<file path="src/rtl/smb_pkg.sv">
package smb_pkg;

   typedef enum logic [2:0] {
      ST_IDLE,
      ST_ADDR,
      ST_AACK,
      ST_WR,
      ST_WACK,
      ST_RD,
      ST_MACK,
      ST_SKIP
   } smb_state_e;

endpackage

</file>
<file path="src/rtl/smb_line_sync.sv">
module smb_line_sync #(
   parameter int STAGES = 2
) (
   input  logic clk,
   input  logic rst_n,
   input  logic line_i,
   output logic lvl_o,
   output logic prv_o
);

   logic [STAGES-1:0] chain_q;
   logic              prv_q;

   generate
      if (STAGES < 2) begin : g_bad_stages
         $error("smb_line_sync: STAGES must be at least 2");
      end
      if (STAGES == 2) begin : g_two
         always_ff @(posedge clk or negedge rst_n) begin
            if (!rst_n) chain_q <= '1;
            else        chain_q <= {chain_q[0], line_i};
         end
      end else begin : g_long
         always_ff @(posedge clk or negedge rst_n) begin
            if (!rst_n) chain_q <= '1;
            else        chain_q <= {chain_q[STAGES-2:0], line_i};
         end
      end
   endgenerate

   always_ff @(posedge clk or negedge rst_n) begin
      if (!rst_n) prv_q <= 1'b1;
      else        prv_q <= chain_q[STAGES-1];
   end

   assign lvl_o = chain_q[STAGES-1];
   assign prv_o = prv_q;

endmodule

</file>
<file path="src/rtl/smb_addr_strap.sv">
module smb_addr_strap #(
   parameter int          ADDR_W  = 7,
   parameter int          HI_W    = 5,
   parameter logic [4:0]  ADDR_HI = 5'b01011,
   parameter logic [1:0]  LO_EN   = 2'b10,
   parameter logic [1:0]  LO_SEL0 = 2'b00,
   parameter logic [1:0]  LO_SEL1 = 2'b01
) (
   input  logic              clk,
   input  logic              rst_n,
   input  logic              strap_en_i,
   input  logic              strap_sel_i,
   input  logic              lock_req_i,
   input  logic              stop_i,
   output logic [ADDR_W-1:0] eff_addr_o,
   output logic              locked_o,
   output logic              pins_normal_o
);

   localparam int LO_W = ADDR_W - HI_W;

   logic [LO_W-1:0]   strap_lo;
   logic [ADDR_W-1:0] strap_addr;
   logic [ADDR_W-1:0] lock_addr_q;
   logic              locked_q;
   logic              normal_q;

   generate
      if (LO_W != 2) begin : g_bad_lo
         $error("smb_addr_strap: strap field must be two bits wide");
      end
   endgenerate

   always_comb begin
      if (strap_en_i)        strap_lo = LO_EN;
      else if (strap_sel_i)  strap_lo = LO_SEL1;
      else                   strap_lo = LO_SEL0;
   end

   assign strap_addr = {ADDR_HI[HI_W-1:0], strap_lo};

   always_ff @(posedge clk or negedge rst_n) begin
      if (!rst_n) begin
         locked_q    <= 1'b0;
         lock_addr_q <= '0;
         normal_q    <= 1'b0;
      end else begin
         if (lock_req_i && !locked_q) begin
            locked_q    <= 1'b1;
            lock_addr_q <= strap_addr;
         end
         if (stop_i && locked_q) normal_q <= 1'b1;
      end
   end

   assign eff_addr_o    = locked_q ? lock_addr_q : strap_addr;
   assign locked_o      = locked_q;
   assign pins_normal_o = normal_q;

endmodule

</file>
<file path="src/rtl/smb_byte_fsm.sv">
module smb_byte_fsm import smb_pkg::*; #(
   parameter int         DATA_W  = 8,
   parameter int         ADDR_W  = 7,
   parameter int         HI_W    = 5,
   parameter logic [4:0] ADDR_HI = 5'b01011
) (
   input  logic              clk,
   input  logic              rst_n,
   input  logic              scl_rise_i,
   input  logic              scl_fall_i,
   input  logic              sda_lvl_i,
   input  logic              start_i,
   input  logic              stop_i,
   input  logic [ADDR_W-1:0] eff_addr_i,
   output logic              lock_req_o,
   output logic              sda_oe_o,
   output logic [DATA_W-1:0] ptr_o,
   output logic              wr_stb_o,
   output logic [DATA_W-1:0] wr_data_o,
   input  logic [DATA_W-1:0] rd_data_i
);

   localparam int              CNT_W = $clog2(DATA_W + 1);
   localparam logic [CNT_W-1:0] FULL  = CNT_W'(DATA_W);

   smb_state_e        st_q;
   logic [CNT_W-1:0]  cnt_q;
   logic [DATA_W-1:0] sh_q;
   logic              oe_q;
   logic [DATA_W-1:0] ptr_q;
   logic              ptr_first_q;
   logic              stb_q;
   logic [DATA_W-1:0] wdat_q;
   logic              mack_q;
   logic              lock_q;
   logic              hi_match;
   logic              full_match;

   assign hi_match   = (sh_q[DATA_W-1 -: HI_W] == ADDR_HI[HI_W-1:0]);
   assign full_match = hi_match && (sh_q[DATA_W-1:1] == eff_addr_i);

   always_ff @(posedge clk or negedge rst_n) begin
      if (!rst_n) begin
         st_q        <= ST_IDLE;
         cnt_q       <= '0;
         sh_q        <= '0;
         oe_q        <= 1'b0;
         ptr_q       <= '0;
         ptr_first_q <= 1'b1;
         stb_q       <= 1'b0;
         wdat_q      <= '0;
         mack_q      <= 1'b0;
         lock_q      <= 1'b0;
      end else begin
         stb_q  <= 1'b0;
         lock_q <= 1'b0;
         if (stb_q) ptr_q <= ptr_q + 1'b1;
         if (start_i) begin
            st_q        <= ST_ADDR;
            cnt_q       <= '0;
            oe_q        <= 1'b0;
            ptr_first_q <= 1'b1;
         end else if (stop_i) begin
            st_q  <= ST_IDLE;
            cnt_q <= '0;
            oe_q  <= 1'b0;
         end else begin
            case (st_q)
               ST_ADDR, ST_WR: begin
                  if (scl_rise_i && cnt_q < FULL) begin
                     sh_q  <= {sh_q[DATA_W-2:0], sda_lvl_i};
                     cnt_q <= cnt_q + 1'b1;
                  end else if (scl_fall_i && cnt_q == FULL) begin
                     cnt_q <= '0;
                     if (st_q == ST_ADDR) begin
                        if (hi_match) lock_q <= 1'b1;
                        if (full_match) begin
                           oe_q <= 1'b1;
                           st_q <= ST_AACK;
                        end else begin
                           st_q <= ST_SKIP;
                        end
                     end else begin
                        oe_q <= 1'b1;
                        st_q <= ST_WACK;
                        if (ptr_first_q) begin
                           ptr_q       <= sh_q;
                           ptr_first_q <= 1'b0;
                        end else begin
                           stb_q  <= 1'b1;
                           wdat_q <= sh_q;
                        end
                     end
                  end
               end
               ST_AACK: begin
                  if (scl_fall_i) begin
                     cnt_q <= '0;
                     if (sh_q[0]) begin
                        sh_q <= rd_data_i;
                        oe_q <= ~rd_data_i[DATA_W-1];
                        st_q <= ST_RD;
                     end else begin
                        oe_q <= 1'b0;
                        st_q <= ST_WR;
                     end
                  end
               end
               ST_WACK: begin
                  if (scl_fall_i) begin
                     oe_q <= 1'b0;
                     st_q <= ST_WR;
                  end
               end
               ST_RD: begin
                  if (scl_rise_i) begin
                     cnt_q <= cnt_q + 1'b1;
                  end else if (scl_fall_i) begin
                     if (cnt_q == FULL) begin
                        oe_q <= 1'b0;
                        st_q <= ST_MACK;
                     end else begin
                        oe_q <= ~sh_q[DATA_W-2];
                        sh_q <= {sh_q[DATA_W-2:0], 1'b0};
                     end
                  end
               end
               ST_MACK: begin
                  if (scl_rise_i) begin
                     mack_q <= ~sda_lvl_i;
                  end else if (scl_fall_i) begin
                     cnt_q <= '0;
                     if (mack_q) begin
                        sh_q <= rd_data_i;
                        oe_q <= ~rd_data_i[DATA_W-1];
                        st_q <= ST_RD;
                     end else begin
                        st_q <= ST_SKIP;
                     end
                  end
               end
               default: ;
            endcase
         end
      end
   end

   assign sda_oe_o   = oe_q;
   assign ptr_o      = ptr_q;
   assign wr_stb_o   = stb_q;
   assign wr_data_o  = wdat_q;
   assign lock_req_o = lock_q;

endmodule

</file>
<file path="src/rtl/smb_strap_slave.sv">
module smb_strap_slave #(
   parameter int         DATA_W      = 8,
   parameter int         ADDR_W      = 7,
   parameter int         HI_W        = 5,
   parameter logic [4:0] ADDR_HI     = 5'b01011,
   parameter int         SYNC_STAGES = 2
) (
   input  logic              clk,
   input  logic              rst_n,
   input  logic              scl_i,
   input  logic              sda_i,
   output logic              sda_oe_o,
   input  logic              strap_en_i,
   input  logic              strap_sel_i,
   output logic              pins_normal_o,
   output logic [DATA_W-1:0] reg_ptr_o,
   output logic              wr_stb_o,
   output logic [DATA_W-1:0] wr_data_o,
   input  logic [DATA_W-1:0] rd_data_i
);

   generate
      if (ADDR_W + 1 != DATA_W) begin : g_bad_width
         $error("smb_strap_slave: address plus direction bit must fill a byte");
      end
      if (HI_W >= ADDR_W) begin : g_bad_hi
         $error("smb_strap_slave: prefix must be shorter than the address");
      end
   endgenerate

   logic              scl_lvl, scl_prv;
   logic              sda_lvl, sda_prv;
   logic              scl_rise, scl_fall;
   logic              start_det, stop_det;
   logic              lock_req;
   logic              addr_locked;
   logic [ADDR_W-1:0] eff_addr;

   smb_line_sync #(.STAGES(SYNC_STAGES)) scl_sync_i (
      .clk   (clk),
      .rst_n (rst_n),
      .line_i(scl_i),
      .lvl_o (scl_lvl),
      .prv_o (scl_prv)
   );

   smb_line_sync #(.STAGES(SYNC_STAGES)) sda_sync_i (
      .clk   (clk),
      .rst_n (rst_n),
      .line_i(sda_i),
      .lvl_o (sda_lvl),
      .prv_o (sda_prv)
   );

   assign scl_rise  = scl_lvl & ~scl_prv;
   assign scl_fall  = ~scl_lvl & scl_prv;
   assign start_det = scl_lvl & scl_prv & sda_prv & ~sda_lvl;
   assign stop_det  = scl_lvl & scl_prv & ~sda_prv & sda_lvl;

   smb_addr_strap #(
      .ADDR_W (ADDR_W),
      .HI_W   (HI_W),
      .ADDR_HI(ADDR_HI)
   ) addr_i (
      .clk          (clk),
      .rst_n        (rst_n),
      .strap_en_i   (strap_en_i),
      .strap_sel_i  (strap_sel_i),
      .lock_req_i   (lock_req),
      .stop_i       (stop_det),
      .eff_addr_o   (eff_addr),
      .locked_o     (addr_locked),
      .pins_normal_o(pins_normal_o)
   );

   smb_byte_fsm #(
      .DATA_W (DATA_W),
      .ADDR_W (ADDR_W),
      .HI_W   (HI_W),
      .ADDR_HI(ADDR_HI)
   ) fsm_i (
      .clk       (clk),
      .rst_n     (rst_n),
      .scl_rise_i(scl_rise),
      .scl_fall_i(scl_fall),
      .sda_lvl_i (sda_lvl),
      .start_i   (start_det),
      .stop_i    (stop_det),
      .eff_addr_i(eff_addr),
      .lock_req_o(lock_req),
      .sda_oe_o  (sda_oe_o),
      .ptr_o     (reg_ptr_o),
      .wr_stb_o  (wr_stb_o),
      .wr_data_o (wr_data_o),
      .rd_data_i (rd_data_i)
   );

endmodule

</file>
<file path="config.mk">
export PLATFORM = sky130hd
export DESIGN_NAME = smb_strap_slave
export DESIGN_NICKNAME = d
export VERILOG_FILES = /design/src/rtl/smb_pkg.sv /design/src/rtl/smb_line_sync.sv /design/src/rtl/smb_addr_strap.sv /design/src/rtl/smb_byte_fsm.sv /design/src/rtl/smb_strap_slave.sv
export SDC_FILE = /design/constraint.sdc
export NUM_CORES = 1
export LEC_CHECK = 0
export BUFFER_PORTS_ARGS = -buffer_cell sky130_fd_sc_hd__buf_4
export CELL_PAD_IN_SITES_DETAIL_PLACEMENT = 1
export CELL_PAD_IN_SITES_GLOBAL_PLACEMENT = 1
export CORE_MARGIN = 2
export CORE_UTILIZATION = 48
export DETAILED_ROUTE_END_ITERATION = 10
export PLACE_DENSITY_LB_ADDON = 0.05
export SLEW_MARGIN = 20
export SYNTH_ARGS = -nofsm -noshare
export SYNTH_HDL_FRONTEND = slang
export SYNTH_SLANG_ARGS = --single-unit
</file>
<file path="constraint.sdc">
create_clock -name clk -period 4.5 [get_ports clk]
set_input_delay 0.9 -clock clk [delete_from_list [all_inputs] [get_ports clk]]
set_output_delay 0.9 -clock clk [all_outputs]
set_load 0.005 [all_outputs]
</file>
==> flow_summary.json <==
{
  "clock_tree_from_tritoncts": "built",
  "synth_sequential_area_ratio_pct": 49.4,
  "detailed_place_hpwl_um": 4070,
  "grt_start_max_net_pins": 47,
  "synth.net_count": 244,
  "ir_worst_vdd_v": 0.000220,
  "rows": 25,
  "static-leakage-power_uw": 0.00123,
  "worst_ep_arrival_time_ns": 2.82,
  "port_buffer_count": 32,
  "fin_crit_ns": 2.63,
  "synth.area.top_cells": "sky130_fd_sc_hd__dfrtp_1 (42%), sky130_fd_sc_hd__dfstp_2 (7.8%), sky130_fd_sc_hd__mux2_4 (5.1%)",
  "grt_pass1_vias": 1912,
  "crit_path_start_kind": "register",
  "power_frac_seq_pct": 47.2,
  "post_cts_buffers": 0,
  "syn-instance-count": 227,
  "synth.cells.most_frequent": "sky130_fd_sc_hd__dfrtp_1 (39), sky130_fd_sc_hd__nand2_1 (22), sky130_fd_sc_hd__o21ai_0 (17)",
  "clkSlewWorstSetupHoldPaths_ns": 0.09,
  "mappedNetlistArea_um2": 2350,
  "synthDistinctLibCells": 52,
  "path_class": "register to register",
  "synth_top_cell_area_share_pct": 41.6,
  "drc": 0,
  "initial_utilization_pct": 49.7,
  "power.combinational.fraction_pct": 33.0,
  "p_per_area_nw_per_um2": 480,
  "outcome": "completed",
  "number_of_hold_buffers_added_after_cts": 0,
  "dr_total_vias": 1844,
  "grtUsageTotal_pct": 22.6,
  "post_drt_via_cell_ratio": 5.69,
  "htree_levels": 2,
  "final_net_count": 273,
  "post-synth-top-count-cell": "sky130_fd_sc_hd__dfrtp_1",
  "predominant_post_synthesis_flop_cell": "sky130_fd_sc_hd__dfrtp_1",
  "antenna-diode-count": 0,
  "intPower_uw": 807,
  "worstMarginPinSlew_ns": 0.989,
  "final_core_utilization_pct": 57.4,
  "setup-tns-final_ns": 0,
  "timing.slew.headroom_pct": 34.0,
  "die_w_um": 73.9,
  "clock-sinks": 46,
  "post_route_cells_drive_above_1_share_pct": 25.3,
  "cts_inserted_buffers": 5,
  "cp_data_required_time_ns": 4.69,
  "clock_path_buffers": 2,
  "cts_root_buffer": "sky130_fd_sc_hd__clkbuf_8",
  "critPathMaxFanout": 16,
  "worstHoldPathType": "register to register",
  "initialDrtViolationCount": 68,
  "cts-resized-gates": 0,
  "cp_num_buf_inv": 0,
  "final-max-slew-violation-count": 0,
  "drt-pass1-iter-count": 4,
  "die_h_um": 73.9,
  "endpoint_kind": "register",
  "slowest_delay_ns": 0.85,
  "core_area_um2": 4720,
  "postSynthRegisterBits": 46,
  "power.share.clock_pct": 19.8,
  "total_switching_power_uw": 495,
  "worst_clk_skew_ns": 0.00949,
  "die_area_um2": 5470,
  "worstPathCellList": "nor2b_1, a21oi_1, o21ai_1, and3_1, mux2_2",
  "final-hold-violation-count": 0,
  "area_delta_synth_final_pct": 15.5,
  "detail-route-antenna-nets": 0,
  "grt_setup_unrepaired": "no",
  "wire_per_inst_um": 17.0,
  "fmax_mhz": 380,
  "globalplace.congestion": 0.804,
  "post-route-period-util_pct": 58.5,
  "finalSetupViolations": 0,
  "grt_pass1_wl_um": 9350,
  "yosys.area.top_type": "sky130_fd_sc_hd__dfrtp_1",
  "timing.critical_path.max_delay_family": "simple AND/OR/NAND/NOR gates",
  "max_cap_violations": 0,
  "swShare_pct": 38.0,
  "grt.overflow.total": 0,
  "io-pin-count": 33,
  "number_of_antenna_violations_at_the_first_check_in_global_routing": 0,
  "wl_um": 5520,
  "synth-warning-count": 0,
  "synth_area_per_cell_um2": 10.3,
  "synthArstFlopShare_pct": 100,
  "clkLatencyLatePin_ns": 0.30,
  "synth_enable_flop_cells": 0,
  "slowest_stage": "sky130_fd_sc_hd__nor2b_1"
}
cells in the final DEF (no fill, tap or decap), drive strengths merged, types with 4 or more instances in the layout:
cell type	count
inv	9
dfrtp	39
mux2i	4
nand3	5
a21oi	9
nor2	15
nand4	4
xor2	5
mux2	11
dfstp	7
buf	32
clkbuf	6
o21ai	19
xnor2	4
nand2b	4
a2bb2oi	6
nand2	22
o22ai	10
power groups by stage:
stage	Clock, uW	Sequential, uW	Combinational [uW]
5_1_grt	288	632	478
4_1_cts	269	616	430
3_3_place_gp	0	620	409
6_report	258	614	429
2_1_floorplan	0	553	366
3_5_place_dp	0	624	426
stage by stage:
step                hold WS (ns)  power (uW)  instances  setup slack, ns  cell area (um2)
finish                     0.361        1300        324             1.87             2710
detailed placement         0.348        1050        316             1.94             2620
global placement           0.346        1030        316             2.07             2620
global route               0.364        1400        324             1.69             2710
CTS                        0.363        1310        324             1.92             2710
floorplan                  0.345         919        227             2.58             2350
path summary, 6_finish.rpt:
kind,startpoint,end,slack (ns),depth (start not counted)
min in group asynchronous,rst_n,addr_i.pins_normal_o,0.60,1
worst max-delay path,fsm_i.st_q[1],fsm_i.sh_q[0],1.87,5
max in group asynchronous,rst_n,scl_sync_i.prv_o,3.52,1
worst min register to register,sda_sync_i.chain_q[0],sda_sync_i.chain_q[1],0.36,0
worst min-delay path,sda_sync_i.chain_q[0],sda_sync_i.chain_q[1],0.36,0
worst max register to register,fsm_i.st_q[1],fsm_i.sh_q[0],1.87,5
flip-flops by register name, indices dropped and copies added (netlist names), 2 cells and up:
signal              cells
scl_sync_i.chain_q      2
addr_i.lock_addr_q      2
fsm_i.cnt_q             4
fsm_i.sh_q              8
fsm_i.ptr_o             8
fsm_i.st_q              3
fsm_i.wr_data_o         8
sda_sync_i.chain_q      2
cell families (layout without fill, tap and decap cells):
group	count (synthesis)	in the layout	share of synthesized area, %
DFF	46	46	49.4
and+or+nand+nor	74	74	17.1
muxes	15	15	8.26
buffers and inverters	19	49	3.78
xor gates and xnor gates	9	9	3.36
AOI/OAI and AO/OA	61	61	16.5
adders and majority gates	3	3	1.60
cell type report:
type	count	area (um2)
Multi-Input combinational cell	162	1100
Fill cell	534	2010
Sequential cell	46	1160
Clock buffer	6	82.6
Inverter	9	33.8
Clock inverter	2	12.5
Timing Repair Buffer	32	240
Tap cell	67	83.8
layer usage:
layer | GRT usage (%) | vias to the layer above | routed length [um] | part of all wire, %
met5 | 0 | - | 0 | 0
met4 | 5.05 | 0 | 59 | 1.1
met3 | 4.07 | 7 | 149 | 2.7
met2 | 41.1 | 30 | 2860 | 52
met1 | 27.9 | 930 | 2450 | 44
li1 | - | 877 | - | -
(Power assumes the default switching activity.)
